### config.mk
export PLATFORM = sky130hd
export DESIGN_NAME = simd_sat_adder
export DESIGN_NICKNAME = d
export VERILOG_FILES = /design/src/rtl/simd_sat_pkg.sv /design/src/rtl/simd_sat_lane.sv /design/src/rtl/simd_lane_group.sv /design/src/rtl/simd_sat_adder.sv
export SDC_FILE = /design/constraint.sdc
export NUM_CORES = 1
export LEC_CHECK = 0
export ABC_CLOCK_PERIOD_IN_PS = 6100
export BUFFER_PORTS_ARGS = -buffer_cell sky130_fd_sc_hd__buf_4
export CORE_ASPECT_RATIO = 1.75
export CORE_MARGIN = 3
export CORE_UTILIZATION = 50
export DETAILED_ROUTE_END_ITERATION = 6
export PLACE_DENSITY_LB_ADDON = 0.12
export SYNTH_ARGS = -nofsm -noshare
export SYNTH_HDL_FRONTEND = slang
export SYNTH_SLANG_ARGS = --single-unit
export TNS_END_PERCENT = 20
### constraint.sdc
create_clock -name clk -period 6.1 [get_ports clk]
set_clock_uncertainty 0.05 [all_clocks]
set_input_delay 0.305 -clock clk [delete_from_list [all_inputs] [get_ports clk]]
set_output_delay 0.305 -clock clk [all_outputs]
set_load 0.02 [all_outputs]
### src/rtl/simd_sat_pkg.sv
package simd_sat_pkg;

  typedef enum logic [1:0] {
    LANE_8   = 2'd0,
    LANE_16  = 2'd1,
    LANE_32  = 2'd2,
    LANE_32X = 2'd3
  } lane_sz_e;

  typedef enum logic [1:0] {
    CLIP_NONE     = 2'd0,
    CLIP_SIGNED   = 2'd1,
    CLIP_UNSIGNED = 2'd2,
    CLIP_NONE_ALT = 2'd3
  } clip_mode_e;

endpackage

### src/rtl/simd_sat_lane.sv
module simd_sat_lane
  import simd_sat_pkg::*;
#(
  parameter int W      = 8,
  parameter bit SAT_EN = 1'b1
) (
  input  logic [W-1:0] a_i,
  input  logic [W-1:0] b_i,
  input  logic         sub_i,
  input  clip_mode_e   mode_i,
  output logic [W-1:0] y_o
);
  localparam logic [W-1:0] ONES = '1;
  localparam logic [W-1:0] SMAX = ONES >> 1;
  localparam logic [W-1:0] SMIN = ~SMAX;

  logic [W-1:0] b_eff;
  logic [W-1:0] raw;
  logic         carry;
  logic         uns_ovf;
  logic         sgn_ovf;
  clip_mode_e   eff_mode;

  // Subtract is a + ~b + 1. The carry-in is local to this lane only.
  assign b_eff          = sub_i ? ~b_i : b_i;
  assign {carry, raw}   = {1'b0, a_i} + {1'b0, b_eff} + (W+1)'(sub_i);
  // Unsigned: a carry out on add, or no carry out (a borrow) on subtract.
  assign uns_ovf        = carry ^ sub_i;
  // Signed: the effective operands share a sign and the result does not.
  assign sgn_ovf        = (a_i[W-1] == b_eff[W-1]) && (raw[W-1] != a_i[W-1]);
  // Lanes too wide for clipping see a constant wrap mode.
  assign eff_mode       = SAT_EN ? mode_i : CLIP_NONE;

  always_comb begin
    y_o = raw;
    case (eff_mode)
      CLIP_SIGNED:   if (sgn_ovf) y_o = a_i[W-1] ? SMIN : SMAX;
      CLIP_UNSIGNED: if (uns_ovf) y_o = sub_i ? '0 : ONES;
      default:       y_o = raw;
    endcase
  end

endmodule

### src/rtl/simd_lane_group.sv
module simd_lane_group
  import simd_sat_pkg::*;
#(
  parameter int DATA_W    = 64,
  parameter int LANE_W    = 8,
  parameter int MAX_SAT_W = 16
) (
  input  logic [DATA_W-1:0] a_i,
  input  logic [DATA_W-1:0] b_i,
  input  logic              sub_i,
  input  clip_mode_e        mode_i,
  output logic [DATA_W-1:0] y_o
);
  localparam int N_LANES = DATA_W / LANE_W;
  localparam bit SAT_EN  = (LANE_W <= MAX_SAT_W);

  for (genvar k = 0; k < N_LANES; k++) begin : g_lane
    simd_sat_lane #(.W(LANE_W), .SAT_EN(SAT_EN)) u_lane (
      .a_i    (a_i[k*LANE_W +: LANE_W]),
      .b_i    (b_i[k*LANE_W +: LANE_W]),
      .sub_i  (sub_i),
      .mode_i (mode_i),
      .y_o    (y_o[k*LANE_W +: LANE_W])
    );
  end

endmodule

### src/rtl/simd_sat_adder.sv
module simd_sat_adder
  import simd_sat_pkg::*;
#(
  parameter int DATA_W     = 64,
  parameter int MIN_LANE_W = 8,
  parameter int MAX_SAT_W  = 16
) (
  input  logic              clk,
  input  logic              rst,
  input  logic              in_valid,
  input  logic [DATA_W-1:0] in_a,
  input  logic [DATA_W-1:0] in_b,
  input  logic [1:0]        in_lane_sz,
  input  logic              in_sub,
  input  logic [1:0]        in_mode,
  output logic              out_valid,
  output logic [DATA_W-1:0] out_data
);
  localparam int W_S  = MIN_LANE_W;
  localparam int W_M  = 2 * MIN_LANE_W;
  localparam int W_L  = 4 * MIN_LANE_W;
  localparam int N_S  = DATA_W / W_S;
  localparam int N_M  = DATA_W / W_M;

  clip_mode_e        mode;
  lane_sz_e          lsz;
  logic [DATA_W-1:0] y_s, y_m, y_l;
  logic [DATA_W-1:0] nxt;

  assign mode = clip_mode_e'(in_mode);
  assign lsz  = lane_sz_e'(in_lane_sz);

  simd_lane_group #(.DATA_W(DATA_W), .LANE_W(W_S), .MAX_SAT_W(MAX_SAT_W)) u_grp_s (
    .a_i(in_a), .b_i(in_b), .sub_i(in_sub), .mode_i(mode), .y_o(y_s));
  simd_lane_group #(.DATA_W(DATA_W), .LANE_W(W_M), .MAX_SAT_W(MAX_SAT_W)) u_grp_m (
    .a_i(in_a), .b_i(in_b), .sub_i(in_sub), .mode_i(mode), .y_o(y_m));
  simd_lane_group #(.DATA_W(DATA_W), .LANE_W(W_L), .MAX_SAT_W(MAX_SAT_W)) u_grp_l (
    .a_i(in_a), .b_i(in_b), .sub_i(in_sub), .mode_i(mode), .y_o(y_l));

  always_comb begin
    case (lsz)
      LANE_8:  nxt = y_s;
      LANE_16: nxt = y_m;
      default: nxt = y_l;
    endcase
  end

  always_ff @(posedge clk) begin
    if (rst) begin
      out_valid <= 1'b0;
      out_data  <= '0;
    end else begin
      out_valid <= in_valid;
      if (in_valid) out_data <= nxt;
    end
  end

  // the strobe is delayed by one cycle, and the data holds while idle.
  a_r9_valid_follows: assert property (@(posedge clk) disable iff (rst)
    in_valid |=> out_valid);
  a_r9_valid_drops: assert property (@(posedge clk) disable iff (rst)
    !in_valid |=> !out_valid);
  a_r9_hold_idle: assert property (@(posedge clk) disable iff (rst)
    !in_valid |=> $stable(out_data));

  // an unsigned clipped lane never wraps past its first operand.
  for (genvar i = 0; i < N_S; i++) begin : g_chk_s
    a_r4_uns_add_no_wrap: assert property (@(posedge clk) disable iff (rst)
      (in_valid && lsz == LANE_8 && mode == CLIP_UNSIGNED && !in_sub)
      |-> (y_s[i*W_S +: W_S] >= in_a[i*W_S +: W_S]));
    a_r5_uns_sub_no_wrap: assert property (@(posedge clk) disable iff (rst)
      (in_valid && lsz == LANE_8 && mode == CLIP_UNSIGNED && in_sub)
      |-> (y_s[i*W_S +: W_S] <= in_a[i*W_S +: W_S]));
  end

  // adding two non-negative values under signed clipping stays non-negative.
  for (genvar i = 0; i < N_M; i++) begin : g_chk_m
    a_r6_sgn_pos_stays_pos: assert property (@(posedge clk) disable iff (rst)
      (in_valid && lsz == LANE_16 && mode == CLIP_SIGNED && !in_sub &&
       !in_a[i*W_M + W_M-1] && !in_b[i*W_M + W_M-1])
      |-> !y_m[i*W_M + W_M-1]);
  end

endmodule

=== Yosys cells after proc, flatten, opt, wreduce, memory -nomap -nowiden ===
Cells that the tools add are included.

* Register bits: 65
* Bits of input ports: 136
* Output and inout port bits: 65
* Logic and storage cells: 161

* $add $sub $neg: 28
* Equal/unequal tests: 27
* Mux-type cells: 65
* Bitwise operators: 26
* Reductions and logical operators: 13

{| class="wikitable"
|+ Operator list
! operator !! count
|-
| $mux 16 || 17
|-
| $mux 8 || 33
|-
| $pmux 16 s2 || 4
|-
| $pmux 64 s2 || 1
|-
| $pmux 8 s2 || 8
|-
| $add 8x8->9 || 8
|-
| $add 9x1->9 || 8
|-
| $add 16x16->17 || 4
|-
| $add 17x1->17 || 4
|-
| $add 32x1->32 || 2
|-
| $add 32x32->32 || 2
|-
| $mux 32 || 2
|-
| $not 16->16 || 4
|-
| $not 32->32 || 2
|-
| $not 8->8 || 8
|-
| $eq 1x1->1 || 12
|-
| $logic_and 1x1->1 || 12
|-
| $ne 1x1->1 || 12
|-
| $xor 1x1->1 || 12
|-
| $eq 2x1->1 const B || 2
|-
| $eq 2x2->1 const B || 1
|-
| $logic_not 2->1 || 1
|}

=== Longest topological paths before layout ===
Gate-level depths: netlist of the first run.

* Depth after elaboration: 9
* Mapped depth: 17
* Mapped depth without buffers: 11

=== Cells and area by module ===
A second synthesis of the first run with hierarchy kept.

* Cells, all modules: 2,313
* Area total of the unflattened synthesis: 18,740.5 sq um

{| class="wikitable"
|+ Modules (own cells, without submodules)
! module !! instances !! cells each !! area each (sq um) !! seq. area each (sq um)
|-
| simd_sat_lane (u_grp_s.g_lane[1].u_lane ...) || 7 || 88 || 676.9 || 0.0
|-
| simd_sat_adder || 1 || 372 || 4,113.9 || 1,301.2
|-
| simd_sat_lane (u_grp_m.g_lane[2].u_lane ...) || 2 || 167 || 1,247.4 || 0.0
|-
| simd_sat_lane (u_grp_m.g_lane[0].u_lane ...) || 2 || 158 || 1,222.4 || 0.0
|-
| simd_sat_lane (u_grp_l.g_lane[1].u_lane) || 1 || 292 || 2,145.8 || 0.0
|-
| simd_sat_lane (u_grp_l.g_lane[0].u_lane) || 1 || 284 || 2,068.2 || 0.0
|-
| simd_sat_lane (u_grp_s.g_lane[0].u_lane) || 1 || 99 || 734.5 || 0.0
|}

=== Worst setup path after synthesis of the first run ===
No wires, ideal clock.

* Path type: input to register
* Start point: input in_sub
* End point: register out_data[60]
* Library setup time: 0.088 ns
* Data arrival time: 4.423 ns
* Data required time: 5.962 ns
* Slack: 1.539 ns
* Stages on the path: 15
* Path buffers: 5
* Cell sequence: buf_2 -> buf_1 -> clkbuf_1 -> clkbuf_1 -> buf_1 -> xor2_1 -> ha_1 -> nand4_1 -> o221a_4 -> a2111o_1 -> a41oi_4 -> nor2_4 -> or3_1 -> a32o_1 -> a311oi_2

* Cells in the longest elaborated chain, start to end: 8
* Elaborated cells on any way between the ends: 26
* Those cells by class: add/sub (6); eq/ne (4); mux (12); bitwise (2); reduce/logical (2)

{| class="wikitable"
|+ RTL lines
! element !! line !! source
|-
| start: declaration || simd_sat_adder.sv:14 || <nowiki>input logic in_sub,</nowiki>
|-
| $mux 16 / $mux 8 (equally long branches) || simd_sat_lane.sv:25 || <nowiki>assign b_eff = sub_i ? ~b_i : b_i;</nowiki>
|-
| $add 16x16->17 / $add 8x8->9 (equally long branches) || simd_sat_lane.sv:26 || <nowiki>assign {carry, raw} = {1'b0, a_i} + {1'b0, b_eff} + (W+1)'(sub_i);</nowiki>
|-
| $add 17x1->17 / $add 9x1->9 (equally long branches) || simd_sat_lane.sv:26 ||
|-
| $ne 1x1->1 || simd_sat_lane.sv:30 || <nowiki>assign sgn_ovf = (a_i[W-1] == b_eff[W-1]) && (raw[W-1] != a_i[W-1]);</nowiki>
|-
| $logic_and 1x1->1 || simd_sat_lane.sv:30 ||
|-
| $mux 16 / $mux 8 (equally long branches) || simd_sat_lane.sv:37 || <nowiki>CLIP_SIGNED: if (sgn_ovf) y_o = a_i[W-1] ? SMIN : SMAX;</nowiki>
|-
| $pmux 16 s2 / $pmux 8 s2 (equally long branches) || simd_sat_lane.sv:36 || <nowiki>case (eff_mode)</nowiki>
|-
| $pmux 64 s2 * || simd_sat_adder.sv:41 || <nowiki>case (lsz)</nowiki>
|-
| end signal: assignment || simd_sat_adder.sv:54 || <nowiki>if (in_valid) out_data <= nxt;</nowiki>
|-
| end: declaration || simd_sat_adder.sv:17 || <nowiki>output logic [DATA_W-1:0] out_data</nowiki>
|}

Every way passes the cells marked *; elsewhere a longest branch is shown, timed or not.
A chain may end at the register's enable or synchronous reset.

=== Final worst setup path of the first run ===
* Start point: input in_sub
* End point: register out_data[42]

The elaborated chain is that of the path after synthesis.

==> impl_metrics.env, run 1 <==
export IMPL_outcome="complete, no violations"
export IMPL_postCtsSetupBuffers=0
export IMPL_grt_pass1_vias=13890
export IMPL_leakage_nw=5.502
export IMPL_ys_flop_type="dfxtp_1"
export IMPL_p_sw_share_pct=49.76
export IMPL_p_total_mw=3.067
export IMPL_period_needed_ns=4.633
export IMPL_vdd_ir_drop_max_uv=159.3
export IMPL_drive_gt1_share_pct=14.14
export IMPL_ctsRootBufferMaster="clkbuf_16"
export IMPL_hold_class="primary input to register"
export IMPL_critPathTopFamily="compound AO/OA/AOI/OAI gates"
export IMPL_critPathMaxFanout=56
export IMPL_crit_arrival_ns=4.85
export IMPL_gr_total_overflow=0
export IMPL_postCtsHoldBufs=0
export IMPL_num_vias=14440
export IMPL_cts_tree="yes"
export IMPL_slowest_delay_ns=0.71
export IMPL_combPwrFrac_pct=64.6
export IMPL_r2r_start="out_data[15]$_SDFFE_PP0P_"
export IMPL_cts_resized=0
export IMPL_worstSetupStartpointType="primary input"
export IMPL_nets=2054
export IMPL_grt_max_degree=57
export IMPL_clock_fmax_mhz=215.8
export IMPL_wl_um=48280
export IMPL_worstSkewPairLatency_ns=0.35
export IMPL_syn_area_sq_mm=0.01180
export IMPL_cts_buffer_depth=2
export IMPL_syn_nets=1939
export IMPL_cp_slowest_cell="a211oi_1"
export IMPL_worstPathRequired_ns=6.31
export IMPL_dp_hpwl_um=36200
export IMPL_cts_buffers=9
export IMPL_startpoint="in_sub"
export IMPL_setup_viol=0
export IMPL_finalNonFillerCells=2148
export IMPL_place_congestion=0.9980
export IMPL_hold_worst_slack_ns=0.3779
export IMPL_timing_slew_headroom_pct=26.44
export IMPL_end_kind="register"
export IMPL_postLayoutCoreUtil_pct=59.56
export IMPL_grt_antenna_before_repair=1
export IMPL_avgRoutedWirePerCell_um=22.47
export IMPL_final_setup_tns_ns=0
export IMPL_rows=73
export IMPL_fin_area_sq_mm=0.01366
export IMPL_die_area_sq_mm=0.02555
export IMPL_placed_area_sq_mm=0.01335
export IMPL_ys_ff_latch=65
export IMPL_p_seq_share_pct=17.0
export IMPL_start_util_pct=51.47
export IMPL_crit_chain="buf_4, buf_4, xor2_1, inv_1, fa_1, nor2b_1, o21ba_2, o31ai_1, a211oi_1, o22ai_1, a21oi_1, nand3_1, a311oi_1"
export IMPL_cts_clk_slew_worst_paths_ns=0.07
export IMPL_syn_area_per_cell_sq_um=6.836
export IMPL_setup_ws_ns=1.467
export IMPL_worst_setup_path_type="primary input to register"
export IMPL_fin_crit_sh_pct=75.96
export IMPL_synth_area_leaders="dfxtp_1 11%, ha_1 7.3%, xor2_1 7.0%"
export IMPL_area_growth_pct=15.74
export IMPL_hold_viol=0
export IMPL_grt_pass1_wl_um=74340
export IMPL_ys_types=89
export IMPL_min_from="in_a[47]"
export IMPL_track_usage_pct=36.31
export IMPL_ys_seq_area_share_pct=11.03
export IMPL_p_int_mw=1.541
export IMPL_synthArstFlopShare_pct=0
export IMPL_dr_pass1_iters=6
export IMPL_tightest_slew_ns=1.099
export IMPL_ant_nets=0
export IMPL_die_w_um=122.1
export IMPL_crit_buf_inv=3
export IMPL_crit_path_frequent_cell="buf_4"
export IMPL_place_inst=2130
export IMPL_synth_edf_count=0
export IMPL_clock_sinks=65
export IMPL_port_buffer_count=200
export IMPL_drv_cap=0
export IMPL_remaining_drc_errors=0
export IMPL_viasPerCell=6.720
export IMPL_post_place_ws_ns=1.174
export IMPL_dieHeight_um=209.2
export IMPL_core_area_sq_mm=0.02293
export IMPL_num_io_pins=201
export IMPL_cellPowerDensity_mw_per_mm2=224.6
export IMPL_htreeDepth=3
export IMPL_switchingPower_mw=1.526
export IMPL_rsz0062_at_grt="false"
export IMPL_dr_first_iter_drc_count=1393
export IMPL_maxSlewViolCount=0
export IMPL_netlist_instances=1726
export IMPL_yosysTopAreaCell="dfxtp_1"
export IMPL_synth_top_area_share_pct=11.03
export IMPL_yosys_warnings=0
export IMPL_clkPwrFrac_pct=18.4
-- layout by cell type (no fill, tap or decap), drive strengths merged, types with 12 or more instances in the layout --
cell	instances
buf	216
nor2	183
nand2	166
a21oi	164
o21ai	148
xor2	94
ha	69
dfxtp	65
xnor2	64
nor3	45
inv	43
nand3	40
a211oi	36
a21o	32
a311oi	31
o21a	27
a31oi	27
nand4	25
o211ai	24
o21bai	23
o31ai	21
nand2b	17
o22ai	17
or3	16
mux2i	14
maj3	14
a21boi	12
-- synth_stat cells, types with 25 or more instances --
cell type / number
a21o_1: 32
ha_1: 69
xnor2_1: 64
nor3_1: 45
a311oi_1: 30
o21ai_1: 26
dfxtp_1: 65
a21oi_1: 164
xor2_1: 94
nand2_1: 166
a211oi_1: 35
nand3_1: 40
nor2_1: 182
o21ai_0: 122
clkbuf_1: 79
nand4_1: 25
o21a_1: 27
inv_1: 41
-- flip-flops by register name, indices dropped and copies added, names as in the netlist --
register and flops:
out_valid 1, out_data 64
-- per-layer routing --
layer	GRT usage (%)	vias up	wire length (um)
li1	-	6686	-
met1	42.89	6719	18140
met2	61.48	822	23110
met3	5.389	208	4034
met4	21.19	0	2986
met5	0	-	0
-- cells by family (layout without fill, tap and decap cells) --
| logic type | after synthesis | after routing | share of synthesized area (%) |
|---|---|---|---|
| multiplexers | 20 | 20 | 1.760 |
| AO/OA/AOI/OAI | 685 | 685 | 39.20 |
| adder cells (fa/ha/maj) | 91 | 91 | 9.862 |
| flip-flops | 65 | 65 | 11.03 |
| buffers and inverters | 156 | 276 | 5.196 |
| XOR/XNOR | 158 | 158 | 11.73 |
| AND/OR/NAND/NOR | 551 | 551 | 21.22 |
| other | 0 | 2 | 0 |
-- path summary, 6_finish.rpt --
check                                   end  slack (ns)  cells past startpoint
setup / recovery  out_data[42]$_SDFFE_PP0P_        1.47                     13
hold / removal    out_data[39]$_SDFFE_PP0P_        0.38                      4
setup reg to reg  out_data[15]$_SDFFE_PP0P_        4.94                      3
hold reg to reg    out_data[2]$_SDFFE_PP0P_        0.42                      1
-- worst register-to-register path: stages, from the launching register on --
cell      delay (ns)
dfxtp_1         0.34
o21bai_1        0.08
a311o_1         0.34
o32ai_1         0.26
-- layout make-up --
| class | count | area [sq um] |
|---|---|---|
| multi-input combinational | 1505 | 9884 |
| sequential | 65 | 1301 |
| timing repair buffer | 216 | 1622 |
| inverter | 44 | 165.2 |
| fill | 2287 | 9270 |
| clock buffer | 9 | 225.2 |
| tap | 300 | 375.4 |
| antenna | 2 | 5.005 |
| clock inverter | 7 | 77.57 |
-- power by group through the flow --
stage                     logic (mW)  clock network, mW  registers [mW]
final                           1.98              0.566           0.520
after detailed placement        1.92                  0           0.528
after CTS                       1.93              0.558           0.519
after global routing            2.15              0.576           0.523
after global placement          1.91                  0           0.528
after floorplan                 1.31                  0           0.577
Power figures use the tool's default switching activity.
==> run 2, diff against run 1 <==
--- a/config.mk
+++ b/config.mk
@@ -5,7 +5,7 @@
 export SDC_FILE = /design/constraint.sdc
 export NUM_CORES = 1
 export LEC_CHECK = 0
-export ABC_CLOCK_PERIOD_IN_PS = 6100
+export ABC_CLOCK_PERIOD_IN_PS = 4120
 export BUFFER_PORTS_ARGS = -buffer_cell sky130_fd_sc_hd__buf_4
 export CORE_ASPECT_RATIO = 1.75
 export CORE_MARGIN = 3
==> constraint.sdc (replaced) <==
create_clock -name clk -period 4.12 [get_ports clk]
set_clock_uncertainty 0.05 [all_clocks]
set_input_delay 0.206 -clock clk [delete_from_list [all_inputs] [get_ports clk]]
set_output_delay 0.206 -clock clk [all_outputs]
set_load 0.02 [all_outputs]
==> run 2 against run 1 <==
The run now ends with DRC left. Clock power increased by 48%. Wire length rose by 4.6%. Final cell count grew 2.6%. Total power up 52%. Flip-flop and latch count did not move. Highest routed layer unchanged. Die area is the same. Sequential power rose by 48%. Global-route usage up 2.4 points.
==> impl_metrics.env, run 2 (synthesis results as in run 1) <==
export IMPL_start_util_pct=51.47
export IMPL_drive_gt1_share_pct=16.71
export IMPL_postCtsHoldBufs=0
export IMPL_dieHeight_um=209.2
export IMPL_setup_viol=0
export IMPL_hold_viol=0
export IMPL_gr_total_overflow=0
export IMPL_place_congestion=1.011
export IMPL_num_io_pins=201
export IMPL_period_needed_ns=3.652
export IMPL_num_vias=14880
export IMPL_placed_area_sq_mm=0.01380
export IMPL_grt_pass1_wl_um=78740
export IMPL_failed_checks="DRC"
export IMPL_crit_arrival_ns=3.82
export IMPL_largest_register_ffs=64
export IMPL_crit_path_end="out_data[31]$_SDFFE_PP0P_"
export IMPL_worstSetupStartpointType="primary input"
export IMPL_die_w_um=122.1
export IMPL_rsz0062_at_grt="false"
export IMPL_hold_class="primary input to register"
export IMPL_cts_buffers=9
export IMPL_final_setup_tns_ns=0
export IMPL_fin_crit_sh_pct=88.65
export IMPL_critPathMaxFanout=45
export IMPL_cts_resized=0
export IMPL_seqCellArea_sq_mm=0.001301
export IMPL_maxSlewViolCount=0
export IMPL_final_common_cell="buf_4"
export IMPL_remaining_drc_errors=1
export IMPL_cts_clk_slew_worst_paths_ns=0.06
export IMPL_tightest_slew_ns=0.9243
export IMPL_ctsRootBufferMaster="clkbuf_16"
export IMPL_regMostFlops="out_data"
export IMPL_end_kind="register"
export IMPL_postCtsSetupBuffers=0
export IMPL_rows=73
export IMPL_nets=2111
export IMPL_dr_pass1_iters=7
export IMPL_area_growth_pct=19.58
export IMPL_vdd_ir_drop_max_uv=231.3
export IMPL_grt_max_degree=51
export IMPL_r2r_cells=3
export IMPL_outcome="complete, but fails checks"
export IMPL_reg_top3="out_data (64), out_valid (1)"
export IMPL_dr_first_iter_drc_count=1554
export IMPL_worstSkewPairLatency_ns=0.36
export IMPL_htreeDepth=3
export IMPL_worstPathRequired_ns=4.29
export IMPL_timing_slew_headroom_pct=37.97
export IMPL_grt_pass1_vias=14500
export IMPL_core_area_sq_mm=0.02293
export IMPL_die_area_sq_mm=0.02555
export IMPL_startpoint="in_sub"
export IMPL_drv_cap=0
export IMPL_viasPerCell=6.752
export IMPL_track_usage_pct=38.76
export IMPL_dp_hpwl_um=39080
export IMPL_r2r_start="out_data[15]$_SDFFE_PP0P_"
export IMPL_r2r_end="out_data[15]$_SDFFE_PP0P_"
export IMPL_clock_sinks=65
export IMPL_layout_common_cells="271 x buf_4, 182 x nor2_1, 166 x nand2_1"
export IMPL_avgRoutedWirePerCell_um=22.92
export IMPL_clock_fmax_mhz=273.8
export IMPL_cts_buffer_depth=2
export IMPL_port_buffer_count=200
export IMPL_wl_um=50520
export IMPL_fin_area_sq_mm=0.01411
export IMPL_worst_setup_path_type="primary input to register"
export IMPL_cts_tree="yes"
export IMPL_nFillCells=2188
export IMPL_leakage_nw=5.776
export IMPL_rrSetupSlack_ns=2.98
export IMPL_ant_nets=0
export IMPL_grt_antenna_before_repair=1
export IMPL_multi_input_area_sq_mm=0.009884
export IMPL_hold_worst_slack_ns=0.2295
export IMPL_p_total_mw=4.673
export IMPL_cellPowerDensity_mw_per_mm2=331.2
[run 2: worst max-delay path, cell delays in order]
cell       delay (ns)
buf_4            0.29
buf_12           0.30
xor2_1           0.19
ha_1             0.35
a21oi_1          0.28
o21ai_0          0.19
a2111oi_0        0.45
o22ai_1          0.27
and4_1           0.36
or3_1            0.41
o311ai_1         0.29
a41oi_1          0.16
[run 2: how the worst min path moves through the flow]
stage	start	end	depth (start not counted)
finish	in_valid	out_data[19]$_SDFFE_PP0P_	3
global route	in_valid	out_data[19]$_SDFFE_PP0P_	3
CTS	in_valid	out_data[19]$_SDFFE_PP0P_	3
detailed placement	out_data[34]$_SDFFE_PP0P_	out_data[34]$_SDFFE_PP0P_	2
global placement	out_data[34]$_SDFFE_PP0P_	out_data[34]$_SDFFE_PP0P_	2
floorplan	rst	out_data[15]$_SDFFE_PP0P_	2
[run 2: where the power goes]
group          total [mW]  internal [mW]  switching, mW
combinational        3.06           1.18           1.88
sequential          0.771          0.708         0.0635
clock               0.840          0.486          0.354
[run 2: cell type report]
type	count	share of cell area (%)
antenna	1	0.01774
tap	300	2.661
multi-input combinational	1505	70.06
inverter	44	1.171
clock inverter	6	0.4700
sequential	65	9.223
clock buffer	10	1.694
timing repair buffer	273	14.70
[run 2: through the flow]
step                instances  setup slack [ns]  util, %
floorplan                1726            0.1197        -
global placement         2187            0.3401    60.20
detailed placement       2187            0.2674    60.20
CTS                      2203            0.6405    61.53
global route             2204           0.09880    61.54
finish                   2204            0.4677    61.54
[run 2: routing by layer]
| layer | track usage [%] | part of all wire, % | vias to the layer above | wire length, um |
|---|---|---|---|---|
| met3 | 7.040 | 8.1 | 292 | 4106 |
| met4 | 27.80 | 8.3 | 0 | 4211 |
| li1 | - | - | 6816 | - |
| met5 | 0 | 0 | - | 0 |
| met2 | 64.53 | 48 | 941 | 24020 |
| met1 | 43.70 | 36 | 6832 | 18180 |
